[src/rtl/xct_pkg.sv]
package xct_pkg;
  typedef enum logic [1:0] {
    ST_IDLE = 2'd0,
    ST_SYNC = 2'd1,
    ST_DATA = 2'd2
  } xct_state_e;
endpackage

[src/rtl/xct_buffer.sv]
module xct_buffer #(
  parameter int DEPTH = 32,
  parameter int DW    = 8,
  localparam int AW   = (DEPTH > 1) ? $clog2(DEPTH) : 1,
  localparam int CW   = $clog2(DEPTH + 1)
) (
  input  logic          clk,
  input  logic          rst_n,
  input  logic          wr_ok,
  input  logic [DW-1:0] wr_data,
  input  logic          clr,
  input  logic [AW-1:0] rd_addr,
  output logic [DW-1:0] rd_data,
  output logic [CW-1:0] fill_cnt
);
  logic [DW-1:0] mem [DEPTH];
  logic [CW-1:0] fill_n;

  always_ff @(posedge clk) begin
    if (wr_ok) begin
      mem[fill_cnt[AW-1:0]] <= wr_data;
    end
  end

  assign rd_data = mem[rd_addr];

  always_comb begin
    fill_n = fill_cnt;
    if (clr) begin
      fill_n = '0;
    end else if (wr_ok) begin
      fill_n = fill_cnt + CW'(1);
    end
  end

  always_ff @(posedge clk or negedge rst_n) begin
    if (!rst_n) begin
      fill_cnt <= '0;
    end else begin
      fill_cnt <= fill_n;
    end
  end
endmodule

[src/rtl/xct_serializer.sv]
module xct_serializer #(
  parameter int DW  = 8,
  localparam int BW = (DW > 1) ? $clog2(DW) : 1
) (
  input  logic          clk,
  input  logic          rst_n,
  input  logic          load_sync,
  input  logic          load_data,
  input  logic          shift,
  input  logic [DW-1:0] par_in,
  output logic          ser_out,
  output logic          last_bit
);
  logic [DW-1:0] sh_q, sh_n;
  logic [BW-1:0] bcnt_q, bcnt_n;

  always_comb begin
    sh_n   = sh_q;
    bcnt_n = bcnt_q;
    if (load_sync) begin
      sh_n   = '1;
      bcnt_n = '0;
    end else if (load_data) begin
      sh_n   = par_in;
      bcnt_n = '0;
    end else if (shift) begin
      sh_n   = {1'b1, sh_q[DW-1:1]};
      bcnt_n = bcnt_q + BW'(1);
    end
  end

  always_ff @(posedge clk or negedge rst_n) begin
    if (!rst_n) begin
      sh_q   <= '1;
      bcnt_q <= '0;
    end else begin
      sh_q   <= sh_n;
      bcnt_q <= bcnt_n;
    end
  end

  assign ser_out  = sh_q[0];
  assign last_bit = (bcnt_q == BW'(DW - 1));
endmodule

[src/rtl/xct_sequencer.sv]
module xct_sequencer
  import xct_pkg::*;
#(
  parameter int DEPTH = 32,
  localparam int AW   = (DEPTH > 1) ? $clog2(DEPTH) : 1,
  localparam int CW   = $clog2(DEPTH + 1)
) (
  input  logic          clk,
  input  logic          rst_n,
  input  logic          cmd_valid,
  input  logic          cmd_xmit,
  input  logic          cmd_repeat,
  input  logic          cmd_reset,
  input  logic          bit_en,
  input  logic [CW-1:0] fill_cnt,
  input  logic          last_bit,
  output logic          start,
  output logic          load_sync,
  output logic          load_data,
  output logic          shift,
  output logic          buf_clr,
  output logic [AW-1:0] rd_addr,
  output logic          active,
  output logic          rep_mode
);
  xct_state_e    st_q, st_n;
  logic [CW-1:0] idx_q, idx_n;
  logic          rep_n;
  logic          wrap;
  logic          stop;

  assign active = (st_q != ST_IDLE);
  assign wrap   = (idx_q == fill_cnt);
  assign stop   = cmd_valid && (cmd_reset || (active && rep_mode && !cmd_repeat));

  always_comb begin
    st_n      = st_q;
    idx_n     = idx_q;
    rep_n     = rep_mode;
    start     = 1'b0;
    load_sync = 1'b0;
    load_data = 1'b0;
    shift     = 1'b0;
    buf_clr   = 1'b0;
    rd_addr   = wrap ? '0 : idx_q[AW-1:0];
    if (stop) begin
      st_n    = ST_IDLE;
      rep_n   = 1'b0;
      buf_clr = 1'b1;
    end else if (cmd_valid && cmd_xmit && !active && (fill_cnt != '0)) begin
      start     = 1'b1;
      load_sync = 1'b1;
      st_n      = ST_SYNC;
      idx_n     = '0;
      rep_n     = cmd_repeat;
    end else if (active && bit_en) begin
      if (!last_bit) begin
        shift = 1'b1;
      end else if (!wrap) begin
        load_data = 1'b1;
        idx_n     = idx_q + CW'(1);
        st_n      = ST_DATA;
      end else if (rep_mode) begin
        load_data = 1'b1;
        idx_n     = CW'(1);
        st_n      = ST_DATA;
      end else begin
        st_n    = ST_IDLE;
        buf_clr = 1'b1;
      end
    end
  end

  always_ff @(posedge clk or negedge rst_n) begin
    if (!rst_n) begin
      st_q     <= ST_IDLE;
      idx_q    <= '0;
      rep_mode <= 1'b0;
    end else begin
      st_q     <= st_n;
      idx_q    <= idx_n;
      rep_mode <= rep_n;
    end
  end
endmodule

[src/rtl/xparent_cyclic_tx.sv]
module xparent_cyclic_tx #(
  parameter int DEPTH = 32,
  parameter int DW    = 8,
  localparam int AW   = (DEPTH > 1) ? $clog2(DEPTH) : 1,
  localparam int CW   = $clog2(DEPTH + 1)
) (
  input  logic          clk,
  input  logic          rst_n,
  input  logic          wr_en,
  input  logic [DW-1:0] wr_data,
  input  logic          cmd_valid,
  input  logic          cmd_xmit,
  input  logic          cmd_repeat,
  input  logic          cmd_reset,
  input  logic          bit_en,
  output logic          tx_bit,
  output logic          tx_active
);
  logic [CW-1:0] fill_cnt;
  logic [AW-1:0] rd_addr;
  logic [DW-1:0] rd_data;
  logic          start, load_sync, load_data, shift, buf_clr;
  logic          active, rep_mode, ser_out, last_bit, wr_ok;

  assign wr_ok = wr_en && !active && !start && !buf_clr && (fill_cnt != CW'(DEPTH));

  xct_buffer #(.DEPTH(DEPTH), .DW(DW)) u_buf (
    .clk      (clk),
    .rst_n    (rst_n),
    .wr_ok    (wr_ok),
    .wr_data  (wr_data),
    .clr      (buf_clr),
    .rd_addr  (rd_addr),
    .rd_data  (rd_data),
    .fill_cnt (fill_cnt)
  );

  xct_sequencer #(.DEPTH(DEPTH)) u_seq (
    .clk        (clk),
    .rst_n      (rst_n),
    .cmd_valid  (cmd_valid),
    .cmd_xmit   (cmd_xmit),
    .cmd_repeat (cmd_repeat),
    .cmd_reset  (cmd_reset),
    .bit_en     (bit_en),
    .fill_cnt   (fill_cnt),
    .last_bit   (last_bit),
    .start      (start),
    .load_sync  (load_sync),
    .load_data  (load_data),
    .shift      (shift),
    .buf_clr    (buf_clr),
    .rd_addr    (rd_addr),
    .active     (active),
    .rep_mode   (rep_mode)
  );

  xct_serializer #(.DW(DW)) u_ser (
    .clk       (clk),
    .rst_n     (rst_n),
    .load_sync (load_sync),
    .load_data (load_data),
    .shift     (shift),
    .par_in    (rd_data),
    .ser_out   (ser_out),
    .last_bit  (last_bit)
  );

  assign tx_bit    = active ? ser_out : 1'b1;
  assign tx_active = active;
endmodule

[config.mk]
export PLATFORM = sky130hd
export DESIGN_NAME = xparent_cyclic_tx
export DESIGN_NICKNAME = d
export VERILOG_FILES = /design/src/rtl/xct_pkg.sv /design/src/rtl/xct_buffer.sv /design/src/rtl/xct_serializer.sv /design/src/rtl/xct_sequencer.sv /design/src/rtl/xparent_cyclic_tx.sv
export SDC_FILE = /design/constraint.sdc
export NUM_CORES = 1
export LEC_CHECK = 0
export ABC_CLOCK_PERIOD_IN_PS = 8430
export CORE_UTILIZATION = 61
export CTS_BUF_LIST = sky130_fd_sc_hd__clkbuf_4 sky130_fd_sc_hd__clkbuf_8 sky130_fd_sc_hd__clkbuf_16
export DETAILED_ROUTE_END_ITERATION = 10
export PLACE_DENSITY = 0.77
export SLEW_MARGIN = 20
export SYNTH_ARGS = -nofsm -noshare
export SYNTH_HDL_FRONTEND = slang
export SYNTH_HIERARCHICAL = 1
export SYNTH_SLANG_ARGS = --single-unit
[constraint.sdc]
create_clock -name clk -period 8.43 [get_ports clk]
set_input_delay 1.686 -clock clk [delete_from_list [all_inputs] [get_ports clk]]
set_output_delay 1.686 -clock clk [all_outputs]
set_load 0.005 [all_outputs]
Word-level counts from Yosys, hierarchy flattened. Memory sizes are Yosys's and may differ from the RTL's. Cells that the tools add are included.

$add $sub $neg: 3. Equal/unequal tests: 4. Multiplexer cells: 43. Bitwise gates (word level): 1. Reductions and logical operators: 27.

Operators with widths (count): 6-bit 2-to-1 mux (7); 8-bit 2-to-1 mux (3); 1-bit 2-to-1 mux (23); 6-bit by 1-bit adder with 6-bit output (second input constant) (2); 2-bit 2-to-1 mux (6); 1-bit logical AND (11); 2-bit nonzero test (5); 3-bit 2-to-1 mux (3); 3-bit nonzero test (3); 6-bit equality test (1); 6-bit != test (second input constant) (1); 6-bit nonzero test (1); 5-bit 2-to-1 mux (1); 1-bit logical NOT (4); 4-bit AND reduction (1); 3-bit by 1-bit adder with 3-bit output (second input constant) (1); 3-bit equality test (second input constant) (1); 3-bit by 2-bit != test with 1-bit output (second input constant) (1); 2-bit AND reduction (1); 1-bit logical OR (1); 1-bit inverter (1).

Bits in registers: 26. RAM bits: 256. Bits of input ports: 16. Output and inout bits: 2. Word-level logic and storage cells: 85. Memories: 1.

Memories: u_buf.mem (words 32, width 8, rd ports 1, clocked after memory_dff 0, write ports 1, RTL line xct_buffer.sv:16) `logic [DW-1:0] mem [DEPTH];`.

Longest topological paths before layout.
Depth in word-level cells: 12. Mapped depth: 12. Depth with buffers taken out: 9.

By module. Netlist, hierarchy kept.

Modules (own cells, without submodules): xct_buffer (times used 1, cells each 444, area an instance 10214.8 µm², seq. area each 7837.5 µm²); xct_sequencer (times used 1, cells each 83, area an instance 738.2 µm², seq. area each 225.2 µm²); xct_serializer (times used 1, cells each 40, area an instance 529.3 µm², seq. area each 285.3 µm²); xparent_cyclic_tx (times used 1, cells each 5, area an instance 33.8 µm², seq. area each 0.0 µm²).

Least setup slack after synthesis. Ideal clock, no wire load.

Path type: input port to flip-flop. From: input cmd_repeat. To: memory u_buf.mem[8][0], enable pin. Setup time: 383 ps. Arrival time: 4161 ps. Required time: 8047 ps. Path slack: 3886 ps. Cell stages on the path: 9. Path buffers: 1. Path through: inv_1 a31o_2 nand2_1 o21ai_0 or4b_1 a31oi_1 clkbuf_1 nand2_1 nor3_1.

Elaborated cells on any way between the ends: 13. Classes of those cells: mux (4); reduce/logical (9).

RTL lines: from (decl) (RTL line xparent_cyclic_tx.sv:13) `input logic cmd_repeat,`; 1-bit logical NOT (RTL line xct_sequencer.sv:34) `assign stop = cmd_valid && (cmd_reset || (active && rep_mode && !cmd_repeat));`; 1-bit logical AND (RTL line xct_sequencer.sv:34); 1-bit logical OR (RTL line xct_sequencer.sv:34); 1-bit logical AND (RTL line xct_sequencer.sv:34); 1-bit 2-to-1 mux (RTL line xct_sequencer.sv:46) `if (stop) begin`; net buf_clr (RTL line xparent_cyclic_tx.sv:22) `logic start, load_sync, load_data, shift, buf_clr;`; 1-bit logical NOT (RTL line xparent_cyclic_tx.sv:25) `assign wr_ok = wr_en && !active && !start && !buf_clr && (fill_cnt != CW'(DEPTH));`; 1-bit logical AND (2 in a row) (RTL line xparent_cyclic_tx.sv:25); net wr_ok (RTL line xparent_cyclic_tx.sv:23) `logic active, rep_mode, ser_out, last_bit, wr_ok;`; 1-bit 2-to-1 mux (RTL line xct_buffer.sv:20) `if (wr_ok) begin`; 1-bit 2-to-1 mux (implied by the code) (RTL line xct_buffer.sv:21) `mem[fill_cnt[AW-1:0]] <= wr_data;`; to (decl) (RTL line xct_buffer.sv:16).

The timed path passes the listed nets, and every way through them passes these cells.

Final worst setup path.
From: input cmd_repeat. To: memory u_buf.mem[1][3], enable pin.

Same word-level chain as after synthesis.

==> results.ini <==
[hold_path]
hp-start = u_seq/st_q[0]
worst_hold_path.num_cells = 1
hold_path_end = u_seq/st_q[0]
hold_path_class = flip-flop to flip-flop

[worst_setup_path]
cpPeakStageDelay_ns = 0.80
critPathTopFamily = simple AND/OR/NAND/NOR gates
arrival_ns = 5.50
crit_slowest_cell = nor2_1
worst_setup_path_start_kind = input pin
r2r-end = u_buf/mem[1][3]
cpMostUsedCell = nand2_1
cp_cell_sequence = clkdlybuf4s50_1 -> inv_1 -> a31o_2 -> nand2_1 -> o21ai_0 -> or4b_1 -> a31oi_1 -> nand2_1 -> nor2_1
rrSetupSlack_ns = 3.54
crit_buf_inv = 2
cp_max_fo = 10
path_class = input pin to flip-flop
required_ns = 8.58
r2r_start = u_buf/fill_cnt[4]
r2r_cells = 8
end_kind = flip-flop

[global_routing]
grt_pass1_wl_um = 35900
track_usage = 0.252
antenna_found_initial = 0
first_global_vias = 5736
grt_max_degree = 65
gr-total-overflow = 0

[sta]
setup_violations = 0
finClkSkew_ns = 0.0236
final_max_slew_viol_count = 0
finalHoldViolations = 0
finalCritPeriodShare = 0.635
relSlewSlack = 0.374
rsz0062_at_grt = false
worst_pin_slew_ns = 0.935
finalCriticalPeriod_ns = 5.35
fmax_ghz = 0.187
setup_slack_ns = 3.08
fin_tns_setup_ns = 0

[finish]
drive_above_1_share = 0.282
mostFrequentLayoutCell = edfxtp_1
final_cells = 847
n_antenna_cell = 0
syn2layout_area_growth_pct = 11.1
fin_nets = 619
layout_common_cells = edfxtp_1, mux4_2, nor2_1, clkbuf_16
n_fill_cell = 1069

[place]
finalWeightedCongestion = 0.855
numPortBuffers = 17
dp.cells = 795
dp_hpwl_um = 14300
dp_slack_ns = 2.32

[synthesis]
synth_cells = 572
synth-edff-count = 256
syn_area_um2 = 11500
syn_nets = 595
ys_ff_latch = 282
synth.yosys.seq_area_share = 0.725
synth_ff_type = edfxtp_1
ys_warn_count = 6
synth_cell_types = 48
avgSynthCellArea_um2 = 20.1
synthArstFlopShare = 0.0922

[flow_run]
drv_cap = 0

[die]
pin_count = 18
die_h_um = 139
placement_rows = 49
coreArea_um2 = 18200
die-area_um2 = 19400
die_w_um = 139
initial_core_util = 0.632

[drt]
num_vias = 5622
ant_nets = 0
dr.pass1.iters = 7
route.detailed.drc = 0
drtIter0Drc = 629
wire_per_inst_um = 27.3
wirelength_um = 23200
vias_per_cell = 6.64

[clocking]
cts_inserted_buffers = 28
clock_latency_ns = 0.54
cts_setup_buffers = 0
clkTransAtPathRegs_ns = 0.06
clockBufferDepth = 3
cts_hold_repair.buffers = 0
cts_resized = 0
cts-root-buf = clkbuf_16
cts_sinks = 282
htreeDepth = 1
cts_tree = done

[status]
status = complete, no violations

[pwr]
vdd_drop_max_mv = 0.167
p_per_area_nw_per_um2 = 283
total_power_mw = 3.62
cellLeakagePower_nw = 4.14

[worst register-to-register path: stages (launching register included)]
cell and delay [ns]:
dfrtp_1 0.90, xor2_1 0.29, nor4_4 0.09, nand3_1 0.28, o21ai_0 0.34, or4b_1 0.58
a31oi_1 0.71, nand2_1 0.51, nor2_1 0.80
[metal layers]
metal | wire length, um | global-route usage | part of all wire | up-vias
met3 | 2080 | 0.0551 | 0.090 | 26
met1 | 9940 | 0.385 | 0.43 | 2934
li1 | - | - | - | 2390
met2 | 10800 | 0.383 | 0.47 | 272
met5 | 0 | 0 | 0 | -
met4 | 306 | 0.0515 | 0.013 | 0
[cells in the mapped netlist (5+ instances only)]
master | n | area [um^2]
dfrtp_1 | 18 | 450
inv_1 | 7 | 26.3
xor2_1 | 9 | 78.8
nor3_1 | 9 | 45.0
clkbuf_1 | 11 | 41.3
nand3_1 | 7 | 35.0
buf_4 | 7 | 52.6
dfstp_2 | 8 | 210
and2_1 | 5 | 31.3
edfxtp_1 | 256 | 7690
mux2_2 | 8 | 90.1
a2bb2oi_1 | 6 | 52.6
o21ai_1 | 5 | 25.0
nand2_1 | 18 | 67.6
nor2_1 | 38 | 143
mux2i_1 | 14 | 140
mux4_2 | 80 | 1800
buf_1 | 6 | 22.5
ha_1 | 7 | 87.6
[sequential cells by signal, summed over array words and instances (netlist names)]
signal and flops:
u_buf/fill_cnt 6, u_ser/bcnt_q 3, u_seq/idx_q 6, u_buf/mem 256, u_seq/rep_mode 1, u_ser/sh_q 8, u_seq/st_q 2
[report_power, final]
group          switching [mW]  leakage, nW  total [mW]  internal, mW
logic                   0.368         1.07       0.736         0.369
clock network           0.509        0.471        1.24         0.732
registers              0.0499         2.61        1.65          1.60
total                   0.926         4.14        3.62          2.70
[kinds of logic (layout without fill, tap and decap cells)]
kind of cell | Yosys count | after routing | synth area share
xor gates and xnor gates | 11 | 11 | 0.00837
buffers and inverters | 36 | 82 | 0.0167
and+or+nand+nor | 98 | 98 | 0.0422
adders and majority gates | 7 | 7 | 0.00761
AOI/OAI and AO/OA | 36 | 36 | 0.0238
DFF | 282 | 282 | 0.725
muxes | 102 | 102 | 0.176
[worst max path at each step]
stage | slack (ns) | from | to | depth (start not counted)
global placement | 2.54 | cmd_repeat | u_buf/mem[10][2] | 9
global route | 2.82 | cmd_repeat | u_buf/mem[20][5] | 9
CTS | 2.91 | cmd_repeat | u_buf/mem[10][5] | 9
detailed placement | 2.32 | cmd_repeat | u_buf/mem[10][4] | 9
floorplan | 3.89 | cmd_repeat | u_buf/mem[8][0] | 9
finish | 3.08 | cmd_repeat | u_buf/mem[1][3] | 9
[metrics by stage]
step	hold WS [ns]	instance area (um^2)	utilization
floorplan	0.476	11500	-
global placement	0.491	11900	0.651
CTS	0.512	12800	0.702
finish	0.522	12800	0.703
detailed placement	0.498	11800	0.650
global route	0.527	12800	0.703
[cell type report]
| class | instances | area [um^2] | area share |
|---|---|---|---|
| sequential | 282 | 8350 | 0.652 |
| timing repair buffer | 23 | 180 | 0.0141 |
| tap | 229 | 287 | 0.0224 |
| clock inverter | 11 | 106 | 0.00831 |
| multi-input combinational | 254 | 3000 | 0.235 |
| inverter | 7 | 26.3 | 0.00205 |
| clock buffer | 41 | 847 | 0.0662 |
Note: power is estimated with default switching activity, not from simulation.
